File: src/rtl/i2c_chunk_pkg.sv
package i2c_chunk_pkg;

  typedef enum logic [3:0] {
    S_IDLE, S_LOAD, S_FILL, S_ISSUE, S_WAIT,
    S_DRAIN, S_NEXT, S_ABORT, S_FAIL, S_OK
  } seqState_t;

  typedef struct packed {
    logic loadMsg;
    logic loadChunk;
    logic stepByte;
    logic clrTimer;
    logic tick;
  } dpCtrl_t;

  localparam logic [1:0] ERR_ZERO    = 2'd0;
  localparam logic [1:0] ERR_ENGINE  = 2'd1;
  localparam logic [1:0] ERR_SHORT   = 2'd2;
  localparam logic [1:0] ERR_TIMEOUT = 2'd3;

endpackage

File: src/rtl/i2c_chunk_dp.sv
module i2c_chunk_dp
  import i2c_chunk_pkg::*;
#(
  parameter int LEN_W       = 8,
  parameter int CHUNK_MAX   = 4,
  parameter int TIMEOUT_CYC = 200,
  localparam int CW = $clog2(CHUNK_MAX + 1),
  localparam int TW = $clog2(TIMEOUT_CYC + 1)
)(
  input  logic             clk,
  input  logic             rstN,
  input  dpCtrl_t          ctl,
  input  logic [LEN_W-1:0] msgLen,
  output logic [CW-1:0]    chunkBytes,
  output logic             lastChunk,
  output logic             byteLast,
  output logic             timedOut,
  output logic [LEN_W-1:0] bufIdx
);

  logic [LEN_W-1:0] remain;
  logic [CW-1:0]    byteCnt;
  logic [TW-1:0]    timer;
  logic [CW-1:0]    nextChunk;

  assign nextChunk = (remain >= LEN_W'(CHUNK_MAX)) ? CW'(CHUNK_MAX) : remain[CW-1:0];

  always_ff @(posedge clk or negedge rstN) begin
    if (!rstN) begin
      remain     <= '0;
      chunkBytes <= '0;
      byteCnt    <= '0;
      bufIdx     <= '0;
    end else begin
      if (ctl.loadMsg) begin
        remain <= msgLen;
        bufIdx <= '0;
      end else if (ctl.loadChunk) begin
        chunkBytes <= nextChunk;
        remain     <= remain - LEN_W'(nextChunk);
        byteCnt    <= '0;
      end else if (ctl.stepByte) begin
        byteCnt <= byteCnt + 1'b1;
        bufIdx  <= bufIdx + 1'b1;
      end
    end
  end

  always_ff @(posedge clk or negedge rstN) begin
    if (!rstN)             timer <= '0;
    else if (ctl.clrTimer) timer <= '0;
    else if (ctl.tick)     timer <= timer + 1'b1;
  end

  assign lastChunk = (remain == '0);
  assign byteLast  = (byteCnt == chunkBytes - 1'b1);
  assign timedOut  = (timer == TW'(TIMEOUT_CYC - 1));

  // a freshly loaded chunk holds between one and CHUNK_MAX bytes
  assert_chunk_size_R1: assert property (@(posedge clk) disable iff (!rstN)
    ctl.loadChunk |=> (chunkBytes >= CW'(1)) && (chunkBytes <= CW'(CHUNK_MAX)));

  // byte steps never run past the chunk
  assert_no_overrun_R5: assert property (@(posedge clk) disable iff (!rstN)
    ctl.stepByte |-> (byteCnt < chunkBytes));

  // wait timer never passes its limit
  assert_timer_bound_R10: assert property (@(posedge clk) disable iff (!rstN)
    timer <= TW'(TIMEOUT_CYC));

endmodule

File: src/rtl/i2c_chunk_ctrl.sv
module i2c_chunk_ctrl
  import i2c_chunk_pkg::*;
#(
  parameter int CHUNK_MAX = 4,
  localparam int CW = $clog2(CHUNK_MAX + 1),
  localparam int FW = $clog2(CHUNK_MAX)
)(
  input  logic          clk,
  input  logic          rstN,
  input  logic          startPulse,
  input  logic          zeroLen,
  input  logic          isRead,
  input  logic          combined,
  input  logic          engDone,
  input  logic          engError,
  input  logic [CW-1:0] engCount,
  input  logic [CW-1:0] chunkBytes,
  input  logic          lastChunk,
  input  logic          byteLast,
  input  logic          timedOut,
  output dpCtrl_t       ctl,
  output logic          cmdValid,
  output logic [FW-1:0] cmdCount,
  output logic          cmdRead,
  output logic          cmdChain,
  output logic          cmdRptStart,
  output logic          cmdAbort,
  output logic          bufWrStb,
  output logic          bufRdStb,
  output logic          busy,
  output logic          donePulse,
  output logic          errPulse,
  output logic [1:0]    errCode
);

  seqState_t state, stateNx;
  logic readReg, combReg;
  logic [1:0] codeNx;
  logic codeLd;

  always_comb begin
    stateNx  = state;
    ctl      = '0;
    codeLd   = 1'b0;
    codeNx   = ERR_ZERO;
    unique case (state)
      S_IDLE: if (startPulse) begin
        if (zeroLen) begin
          stateNx = S_FAIL; codeLd = 1'b1; codeNx = ERR_ZERO;
        end else begin
          stateNx = S_LOAD; ctl.loadMsg = 1'b1;
        end
      end
      S_LOAD: begin
        ctl.loadChunk = 1'b1;
        stateNx = readReg ? S_ISSUE : S_FILL;
      end
      S_FILL: begin
        ctl.stepByte = 1'b1;
        if (byteLast) stateNx = S_ISSUE;
      end
      S_ISSUE: begin
        ctl.clrTimer = 1'b1;
        stateNx = S_WAIT;
      end
      S_WAIT: begin
        ctl.tick = 1'b1;
        if (engDone) begin
          if (engError) begin
            stateNx = S_FAIL; codeLd = 1'b1; codeNx = ERR_ENGINE;
          end else if (engCount != chunkBytes) begin
            codeLd = 1'b1; codeNx = ERR_SHORT;
            stateNx = (!lastChunk || combReg) ? S_ABORT : S_FAIL;
          end else begin
            stateNx = readReg ? S_DRAIN : S_NEXT;
          end
        end else if (timedOut) begin
          stateNx = S_ABORT; codeLd = 1'b1; codeNx = ERR_TIMEOUT;
        end
      end
      S_DRAIN: begin
        ctl.stepByte = 1'b1;
        if (byteLast) stateNx = S_NEXT;
      end
      S_NEXT:  stateNx = lastChunk ? S_OK : S_LOAD;
      S_ABORT: stateNx = S_FAIL;
      S_FAIL:  stateNx = S_IDLE;
      S_OK:    stateNx = S_IDLE;
      default: stateNx = S_IDLE;
    endcase
  end

  always_ff @(posedge clk or negedge rstN) begin
    if (!rstN) begin
      state   <= S_IDLE;
      readReg <= 1'b0;
      combReg <= 1'b0;
      errCode <= ERR_ZERO;
    end else begin
      state <= stateNx;
      if (state == S_IDLE && startPulse) begin
        readReg <= isRead;
        combReg <= combined;
      end
      if (codeLd) errCode <= codeNx;
    end
  end

  assign cmdValid    = (state == S_ISSUE);
  assign cmdCount    = FW'(chunkBytes - 1'b1);
  assign cmdRead     = readReg;
  assign cmdChain    = !lastChunk;
  assign cmdRptStart = lastChunk && combReg;
  assign cmdAbort    = (state == S_ABORT);
  assign bufWrStb    = (state == S_FILL);
  assign bufRdStb    = (state == S_DRAIN);
  assign busy        = (state != S_IDLE);
  assign donePulse   = (state == S_OK);
  assign errPulse    = (state == S_FAIL);

  // chain and repeated start are exclusive on a command
  assert_flag_excl_R4: assert property (@(posedge clk) disable iff (!rstN)
    cmdValid |-> !(cmdChain && cmdRptStart));

  // every command is a single-cycle strobe
  assert_cmd_single_R1: assert property (@(posedge clk) disable iff (!rstN)
    cmdValid |=> !cmdValid);

  // an engine error ends the message without abort
  assert_engine_err_R7: assert property (@(posedge clk) disable iff (!rstN)
    (state == S_WAIT && engDone && engError) |=> (errPulse && !cmdAbort));

  // an abort is always followed by the error pulse
  assert_abort_then_err_R8: assert property (@(posedge clk) disable iff (!rstN)
    cmdAbort |=> errPulse);

  // success and error never signalled together
  assert_status_excl_R11: assert property (@(posedge clk) disable iff (!rstN)
    !(donePulse && errPulse));

endmodule

File: src/rtl/i2c_chunk_seq.sv
module i2c_chunk_seq
  import i2c_chunk_pkg::*;
#(
  parameter int LEN_W       = 8,
  parameter int CHUNK_MAX   = 4,
  parameter int TIMEOUT_CYC = 200,
  localparam int CW = $clog2(CHUNK_MAX + 1),
  localparam int FW = $clog2(CHUNK_MAX)
)(
  input  logic             clk,
  input  logic             rstN,
  input  logic             startPulse,
  input  logic [LEN_W-1:0] msgLen,
  input  logic             isRead,
  input  logic             combined,
  input  logic             engDone,
  input  logic             engError,
  input  logic [CW-1:0]    engCount,
  output logic             cmdValid,
  output logic [FW-1:0]    cmdCount,
  output logic             cmdRead,
  output logic             cmdChain,
  output logic             cmdRptStart,
  output logic             cmdAbort,
  output logic             bufWrStb,
  output logic             bufRdStb,
  output logic [LEN_W-1:0] bufIdx,
  output logic             busy,
  output logic             donePulse,
  output logic             errPulse,
  output logic [1:0]       errCode
);

  dpCtrl_t       ctl;
  logic [CW-1:0] chunkBytes;
  logic          lastChunk, byteLast, timedOut;

  i2c_chunk_dp #(.LEN_W(LEN_W), .CHUNK_MAX(CHUNK_MAX), .TIMEOUT_CYC(TIMEOUT_CYC)) dp (
    .clk(clk), .rstN(rstN), .ctl(ctl), .msgLen(msgLen),
    .chunkBytes(chunkBytes), .lastChunk(lastChunk), .byteLast(byteLast),
    .timedOut(timedOut), .bufIdx(bufIdx)
  );

  i2c_chunk_ctrl #(.CHUNK_MAX(CHUNK_MAX)) ctrl (
    .clk(clk), .rstN(rstN), .startPulse(startPulse), .zeroLen(msgLen == '0),
    .isRead(isRead), .combined(combined), .engDone(engDone), .engError(engError),
    .engCount(engCount), .chunkBytes(chunkBytes), .lastChunk(lastChunk),
    .byteLast(byteLast), .timedOut(timedOut), .ctl(ctl),
    .cmdValid(cmdValid), .cmdCount(cmdCount), .cmdRead(cmdRead),
    .cmdChain(cmdChain), .cmdRptStart(cmdRptStart), .cmdAbort(cmdAbort),
    .bufWrStb(bufWrStb), .bufRdStb(bufRdStb), .busy(busy),
    .donePulse(donePulse), .errPulse(errPulse), .errCode(errCode)
  );

endmodule

File: config.mk
export PLATFORM = sky130hd
export DESIGN_NAME = i2c_chunk_seq
export DESIGN_NICKNAME = d
export VERILOG_FILES = /design/src/rtl/i2c_chunk_pkg.sv /design/src/rtl/i2c_chunk_dp.sv /design/src/rtl/i2c_chunk_ctrl.sv /design/src/rtl/i2c_chunk_seq.sv
export SDC_FILE = /design/constraint.sdc
export NUM_CORES = 1
export LEC_CHECK = 0
export BUFFER_PORTS_ARGS = -buffer_cell sky130_fd_sc_hd__buf_2
export CORE_ASPECT_RATIO = 1.5
export CORE_UTILIZATION = 52
export CTS_BUF_LIST = sky130_fd_sc_hd__clkbuf_8
export DETAILED_ROUTE_END_ITERATION = 8
export PLACE_DENSITY = 0.8
export SYNTH_ARGS = -nofsm -noshare
export SYNTH_HDL_FRONTEND = slang
export SYNTH_SLANG_ARGS = --single-unit
File: constraint.sdc
create_clock -name clk -period 2.3 [get_ports clk]
set_input_delay 0.46 -clock clk [delete_from_list [all_inputs] [get_ports clk]]
set_output_delay 0.46 -clock clk [all_outputs]
set_load 0.03 [all_outputs]
==> summary by stage, run 1 <==
Outcome
The run finished with clean final reports.

Drt
The first detailed-routing pass ran for 4 iterations. The violation count after the first detailed-route iteration is a little under 50. The total vias in the final route is 1,938. The total wire length is 4967 um. The number of remaining DRC errors is 0. In the final routed layout, each cell accounts on average for 15.01 um. The average via count per standard cell is 5.855. Once detail routing completed, the nets flagged for antenna violations numbered 0.

CTS
The clock-pin slew on the worst setup and hold paths is approximately 80 ps. Buffers inserted during clock tree synthesis total 5. In this run, post-CTS repair resized a total of 0 instances. Clock latency on the worst-skew pair, taken at its later pin, is 300 ps.

The post-CTS setup repair buffer count is 0. The tree is rooted in a clkbuf_8. In this run, post-CTS hold repair placed 0 buffers.

The TritonCTS clock tree is built. Counting along the longest clock path gives a buffer depth of 2. The H-tree depth is 2. The clock sink total is 38.

Floorplanning
The starting utilization of the core area is 0.5468. The die extent in y is 81.02 um. From left edge to right edge, the die measures around 55 um. 40 I/O pins were placed. The core area is 3959 um2. In this run the core area contains 28 standard-cell rows.

The die covers 4430 um2.

Setup path
The critical path in this run is classified as reg2reg. The worst setup path is captured at a flip-flop. For the worst setup path, the data required time is 2490 ps. At the worst endpoint, the arrival time is 2350 ps.

The cell with the most instances on the worst path is nor3_1. The highest-delay cell along the critical path is dfrtp_1. The maximum net fanout on the critical path is 3.

The type of origin of the critical path is a flip-flop. Counting both buffers and inverters, the worst setup path holds a total of 1. Walking the worst path, the cells encountered are inv_1, ha_1, xor3_1, nor3_1, nor2b_1, nor3_1, mux2_2. The longest individual stage delay on the worst path is around 420 ps. The cell type group with the largest total delay on the critical path is simple AND/OR/NAND/NOR gates.

Cells and area
The synthesis-to-finish area growth is 22.37%. The fraction of final layout cells sized beyond drive strength 1 is 0.2552. The net count of the finished layout is just over 300. The repair_antennas step left the layout with diodes totalling 0.

The finished cells cover 2649 um2.

Placed design
The detailed placement HPWL is between 3000 and 4000 um. The number of buffer cells added on primary ports is 39. Routability-driven placement finished with a final weighted congestion of a little under 0.9. Summing all placed instances gives a cell area of 2507 um2.

Synth
The share of flip-flops with an asynchronous set or reset after synthesis is 1.000. The share of the Yosys chip area taken by registers is 0.4393. The share of the synthesized area in compound gates (AO/OA/AOI/OAI) is 0.1364.

In the post-synthesis netlist, the biggest area contributors are dfrtp_1 44%, xor2_1 5.7%, nor2_1 4.9%. The total nets after synthesis is 255. The area fraction of the dominant cell type after synthesis is 0.4393. The cell count after synthesis is 232. Of the total synthesized cell area, the portion taken by XOR and XNOR cells is 0.08786. The cell area that synthesis handed to floorplanning was 2165 um2. The count of warnings emitted by yosys is 0. Each instance of the synthesized netlist takes up on average 9.330 um2.

dfrtp_1 takes more of the synthesized area than any other cell. Measured against the total synthesized area, the mux share comes to 0.02543. The number of library cell types mapped by synthesis is 53. The count of state elements after synthesis is 38. The primary flip-flop cell chosen by synthesis mapping is dfrtp_1. Of the total synthesized cell area, the portion taken by AND, OR, NAND and NOR gates is 0.2503. The largest family of logic cells by synthesized area is simple AND/OR/NAND/NOR gates. Of the total synthesized cell area, the portion taken by full adders, half adders and majority gates is 0.02890. The number of enable flip-flop cells after synthesis is 0.

Timing
Setup violations remaining at the end of the flow were counted as 0. The worst pin sits at a relative slew slack of 0.4306. Across the routed clock network, the largest skew measured is between 6 and 7 ps.

For this run, the top clock speed supported by timing is 461.3 MHz. The transition at the pin with the smallest max-transition slack is between 800 and 900 ps. The final number of max-transition violations is 0. Setup repair after global routing left no endpoint under its margin. The final count of hold timing violations is 0. The minimum period implied by the final worst setup slack is 2168 ps. The fraction of the cycle the final worst path needs is 0.9425. Adding up every negative setup slack in the final design gives 0 ps.

Global routing
The number of global-route vias before repair is between 1,500 and 2,000. Entering global routing, the biggest net connects 39 pins. In the global route stage, overall resource usage came out at 0.2594.

The number of antenna violations at the first check in global routing is 0. The first-pass GRT wire length is slightly above 8000 um. The total overflow left after global routing is 0.

Run
Across the run, the number of max-cap violations was 0.

Power
Across the VDD grid, the largest voltage drop is 0.9087 mV. The total power consumption of the routed design is 0.003505 W. The power per cell area is 1323 nW/um2.

The static leakage is 1.254 nW.

Min path
The min-delay analysis places its worst path in the category in2async.
-- sequential cells by signal, summed over array words and instances, names as in the netlist --
name / cells
dp.byteCnt: 3
ctrl.errCode: 2
dp.remain: 8
dp.bufIdx: 8
ctrl.state: 4
dp.chunkBytes: 3
dp.timer: 8
ctrl.cmdRead: 1
ctrl.combReg: 1
-- stage by stage --
step,instances,hold slack [ps],setup slack (ps),util
2_1_floorplan,232,164.4,17.16,-
3_3_place_gp,323,517.1,203.3,0.6334
3_5_place_dp,323,528.2,75.49,0.6334
4_1_cts,331,299.3,61.49,0.6681
5_1_grt,331,346.3,3.359,0.6691
6_report,331,267.0,132.2,0.6691
-- cell usage in the layout (no fill, tap or decap), types with 6 or more instances in the layout --
cell type,instances
nand2b_1,7
buf_4,17
nor2_1,28
nand3_1,10
nand2_1,21
nor3_1,9
dfrtp_1,38
xor2_1,14
inv_1,6
o21ai_0,9
buf_2,39
a21oi_1,6
-- Yosys cell counts, types with 3 or more instances --
library cell and n:
xor2_1 14, nand2_1 21, dfrtp_1 38, xnor2_1 5, a21oi_1 6, mux2_2 4
nor4_1 5, nor3_1 9, nand3_1 10, o21ai_0 10, ha_1 5, nand2b_1 7
nand4_1 4, buf_2 4, inv_1 6, and3_1 4, or4_1 5, o211ai_1 3
nor2_1 28, clkbuf_1 5
-- per-layer routing --
metal,GRT usage,part of all wire,vias up
li1,-,-,943
met1,0.3398,0.42,916
met2,0.4120,0.51,68
met3,0.05431,0.050,11
met4,0.09231,0.019,0
met5,0,0,-
-- cell families (layout without fill, tap and decap cells) --
group | Yosys count | after routing
AND/OR/NAND/NOR | 105 | 105
AO/OA/AOI/OAI | 42 | 42
flip-flops | 38 | 38
XOR/XNOR | 20 | 20
buffers and inverters | 16 | 70
adder cells (fa/ha/maj) | 5 | 5
multiplexers | 5 | 5
other | 1 | 1
-- path summary, 6_finish.rpt --
kind	cells after the start	start	slack [ps]	to
max	7	dp.chunkBytes[0]$_DFFE_PN0P_	130	ctrl.state[1]$_DFFE_PN0P_
min	1	rstN	270	dp.remain[2]$_DFFE_PN0P_
max reg2reg	7	dp.chunkBytes[0]$_DFFE_PN0P_	130	ctrl.state[1]$_DFFE_PN0P_
min reg2reg	2	dp.bufIdx[7]$_DFFE_PN0P_	550	dp.bufIdx[7]$_DFFE_PN0P_
max in group asynchronous	1	rstN	1500	dp.timer[3]$_DFFE_PN0P_
min in group clk	3	msgLen[7]	390	dp.remain[7]$_DFFE_PN0P_
-- area by class of cell --
class / instances / area [um2]
Clock buffer: 5 / 68.82
Clock inverter: 3 / 68.82
Fill cell: 325 / 1310
Inverter: 6 / 22.52
Multi-Input combinational cell: 178 / 1159
Sequential cell: 38 / 950.9
Tap cell: 45 / 56.30
Timing Repair Buffer: 56 / 322.8
-- where the power goes --
group / total [W] / internal [W] / switching (W)
Sequential: 0.00113 / 0.000887 / 0.000242
Clock: 0.000698 / 0.000435 / 0.000263
Combinational: 0.00168 / 0.000723 / 0.000955
(Power assumes the default switching activity.)
==> inputs of run 2 (changes only) <==
Settings changed: BUFFER_PORTS_ARGS -buffer_cell sky130_fd_sc_hd__buf_2 to default, CORE_UTILIZATION 52 to 55, DONT_BUFFER_PORTS from default to 1, PLACE_DENSITY 0.8 to 0.72.
Clock period 2.3 ns to 2.77 ns, I/O delays scaled along.
==> summary by stage, run 2 (synthesis results as in run 1) <==
Timing
The total negative slack is 0 ps. On the final layout, the worst clock skew is 11.25 ps. The transition at the pin with the smallest max-transition slack is 618.7 ps. The final number of max-transition violations came to 0. The fraction of the cycle the final worst path needs is 0.9123. The minimum period implied by the final worst setup slack is 2527 ps. The final count of hold timing violations is 0. The worst pin sits at a relative slew slack of 0.5844. The fmax is 395.7 MHz.

The count of endpoints failing setup in the final report is 0. Setup repair after global routing left no endpoint under its margin.

Cells and area
Leaving out fill and tap cells, the most frequent cell in the layout is dfrtp_1. The sequential cell area is approximately 950 um2. The area growth from synthesis to layout is 12.54%.

The largest registers in the layout are dp.bufIdx (8), dp.remain (8), dp.timer (8). The layout filler cell count is 314. The repair_antennas step left the layout with diodes totalling 0. In the layout the commonest cells are 38 x dfrtp_1, 28 x nor2_1, 21 x nand2_1, 14 x xor2_1, 13 x buf_4. The finished cells cover between 2000 and 2500 um2. In the final layout, the share of cells above drive strength 1 is 0.1230. The post-layout net count is between 200 and 300. The area of the multi-input gates is between 1000 and 1500 um2.

Global routing
The number of global-route vias before repair came to 1,766. Across every metal layer, demand over resource in global routing totals 0.2622. The number of antenna violations at the first check in global routing is 0. The first-pass GRT wire length is 8045 um. The final global-route overflow total is 0.

Entering global routing, the biggest net connects 39 pins.

Power
Total power for the finished layout comes to approximately 0.0028 W. The analysis attributes to cell leakage a power of between 1 and 1.5 nW. The switching part of the total is 0.4256.

The share of power burned in the clock network is 0.203. The share of total power dissipated in sequential elements is 0.393. The worst supply voltage drop on vdd is 0.7913 mV. The power per cell area is ~1100 nW/um2. The switching power summed over all nets is about 0.0012 W.

The share of total power dissipated in combinational logic is 0.404. Cell internal power was estimated by the tool at about 0.0016 W.

Drt
The average via count per standard cell is 6.279. The count of nets left with antenna violations once routing finished came out at 0. The first-pass iteration count of the detailed router is 4. The total vias in the final route is 1,802. The mean routed wirelength per cell is approximately 18 um. The routed design has 5038 um of wire. The detailed router finished its first iteration with 29 violations. The number of remaining DRC errors is 0.

Setup path
Walking the worst path, the cells encountered are or3_1, nor4_1, buf_4, nand2b_1, ha_1, a21oi_1, o21ai_0, o311ai_0, o211ai_1. The worst register-to-register path begins at dp.remain[5]$_DFFE_PN0P_. Counting cells, the worst reg-to-reg path comes to 9. The maximum net fanout on the critical path is 6. For this run, the slowest stage of the critical path takes 440 ps.

The worst register-to-register path has a setup slack of 240 ps. In this design, the largest share of critical-path delay is due to compound AO/OA/AOI/OAI gates. The endpoint identified for the worst register-to-register timing path is dp.remain[6]$_DFFE_PN0P_.

The number of buffers and inverters on the critical path is 1. The arrival time reported for the critical path endpoint is 2740 ps. The cell depth of the worst setup path is 9. The critical path endpoint category is a flip-flop. STA classifies the critical path startpoint as a flip-flop. The critical path required time is approximately 3000 ps.

The kind of critical path is reg2reg. For this design, the slowest cell found on the critical path is o21ai_0.

Floorplanning
The boundary pin count is 40. Row generation in the floorplan step produced 27 rows. The core area is between 3000 and 4000 um2.

The starting utilization of the core area is 0.5825. The horizontal extent of the die is 53.22 um. The die extent in y is between 70 and 80 um.

The die area is 4196 um2.

Placed design
Detailed placement ended at an HPWL of 3720 um. In this run the tool buffered the top-level ports with 0 buffer cells. The congestion estimate from routability-driven global placement came to 0.8310. The placed instances occupy a cell area of 2278 um2.

CTS
The H-tree generated during clock tree synthesis spans 2 levels. The cell sitting at the root of the clock tree is a clkbuf_8. The clock insertion delay at the later pin of the skew report is 300 ps. The clock sink total is 38.

The number of buffers added by the clock tree synthesis step is 5. The number of gates given a new drive strength after cts is 0. TritonCTS built the clock tree. Buffers added to address setup during post-CTS repair amount to 0.

The clock passes through at most 2 buffers. The clock-pin slew on the worst setup and hold paths is around 80 ps.

Run
The reported max-cap violation count is 0.

Min path
The path class of the lowest-slack min-delay path is in2async.

Outcome
The run finished with clean final reports.
run 2: changes by cell type in the layout (fill, tap and decap cells not counted), sizes merged:
cell / change
buf: -42
run 2: how the worst max path moves through the flow:
stage / startpoint / to / slack, ps
after floorplan: ctrl.state[1]$_DFFE_PN0P_ / cmdValid / 390
after global placement: dp.remain[5]$_DFFE_PN0P_ / dp.remain[6]$_DFFE_PN0P_ / 520
after detailed placement: dp.remain[5]$_DFFE_PN0P_ / dp.remain[6]$_DFFE_PN0P_ / 400
after CTS: dp.remain[5]$_DFFE_PN0P_ / dp.remain[6]$_DFFE_PN0P_ / 310
after global routing: dp.remain[4]$_DFFE_PN0P_ / dp.remain[6]$_DFFE_PN0P_ / 140
final: dp.remain[5]$_DFFE_PN0P_ / dp.remain[6]$_DFFE_PN0P_ / 240
run 2: cell type report:
class | count | share of cell area
multi-input combinational | 178 | 0.4735
tap | 43 | 0.02209
clock inverter | 3 | 0.02825
inverter | 6 | 0.009245
clock buffer | 5 | 0.02825
timing repair buffer | 14 | 0.04828
sequential | 38 | 0.3903
run 2: power groups by stage:
| stage | registers, W | logic, W | clock network (W) |
|---|---|---|---|
| 2_1_floorplan | 0.000977 | 0.000920 | 0 |
| 3_3_place_gp | 0.00109 | 0.00106 | 0 |
| 3_5_place_dp | 0.00110 | 0.00110 | 0 |
| 4_1_cts | 0.00109 | 0.00113 | 0.000580 |
| 5_1_grt | 0.00113 | 0.00123 | 0.000601 |
| 6_report | 0.00110 | 0.00113 | 0.000567 |
run 2: routing by layer:
layer | up-vias | wire length, um | share of wire | GRT usage
met1 | 880 | 1986 | 0.39 | 0.3039
met5 | - | 0 | 0 | 0
met3 | 9 | 259 | 0.051 | 0.05939
met4 | 0 | 85 | 0.017 | 0.09211
li1 | 858 | - | - | -
met2 | 55 | 2706 | 0.54 | 0.4550
run 2: metrics by stage:
step | setup WS (ps) | util | hold slack (ps) | std cells
after floorplan | 393.2 | - | 258.4 | 232
after global placement | 516.8 | 0.6131 | 259.3 | 278
after detailed placement | 397.9 | 0.6131 | 259.3 | 278
after CTS | 309.4 | 0.6556 | 93.44 | 287
after global routing | 144.1 | 0.6556 | 95.77 | 287
final | 243.1 | 0.6556 | 90.78 | 287
run 2: timing repair:
| action | in CTS | in global routing |
|---|---|---|
| endpoints found under the hold margin | 38 | 0 |
| hold buffers | 1 | 0 |
| setup endpoints to repair | 0 | 0 |
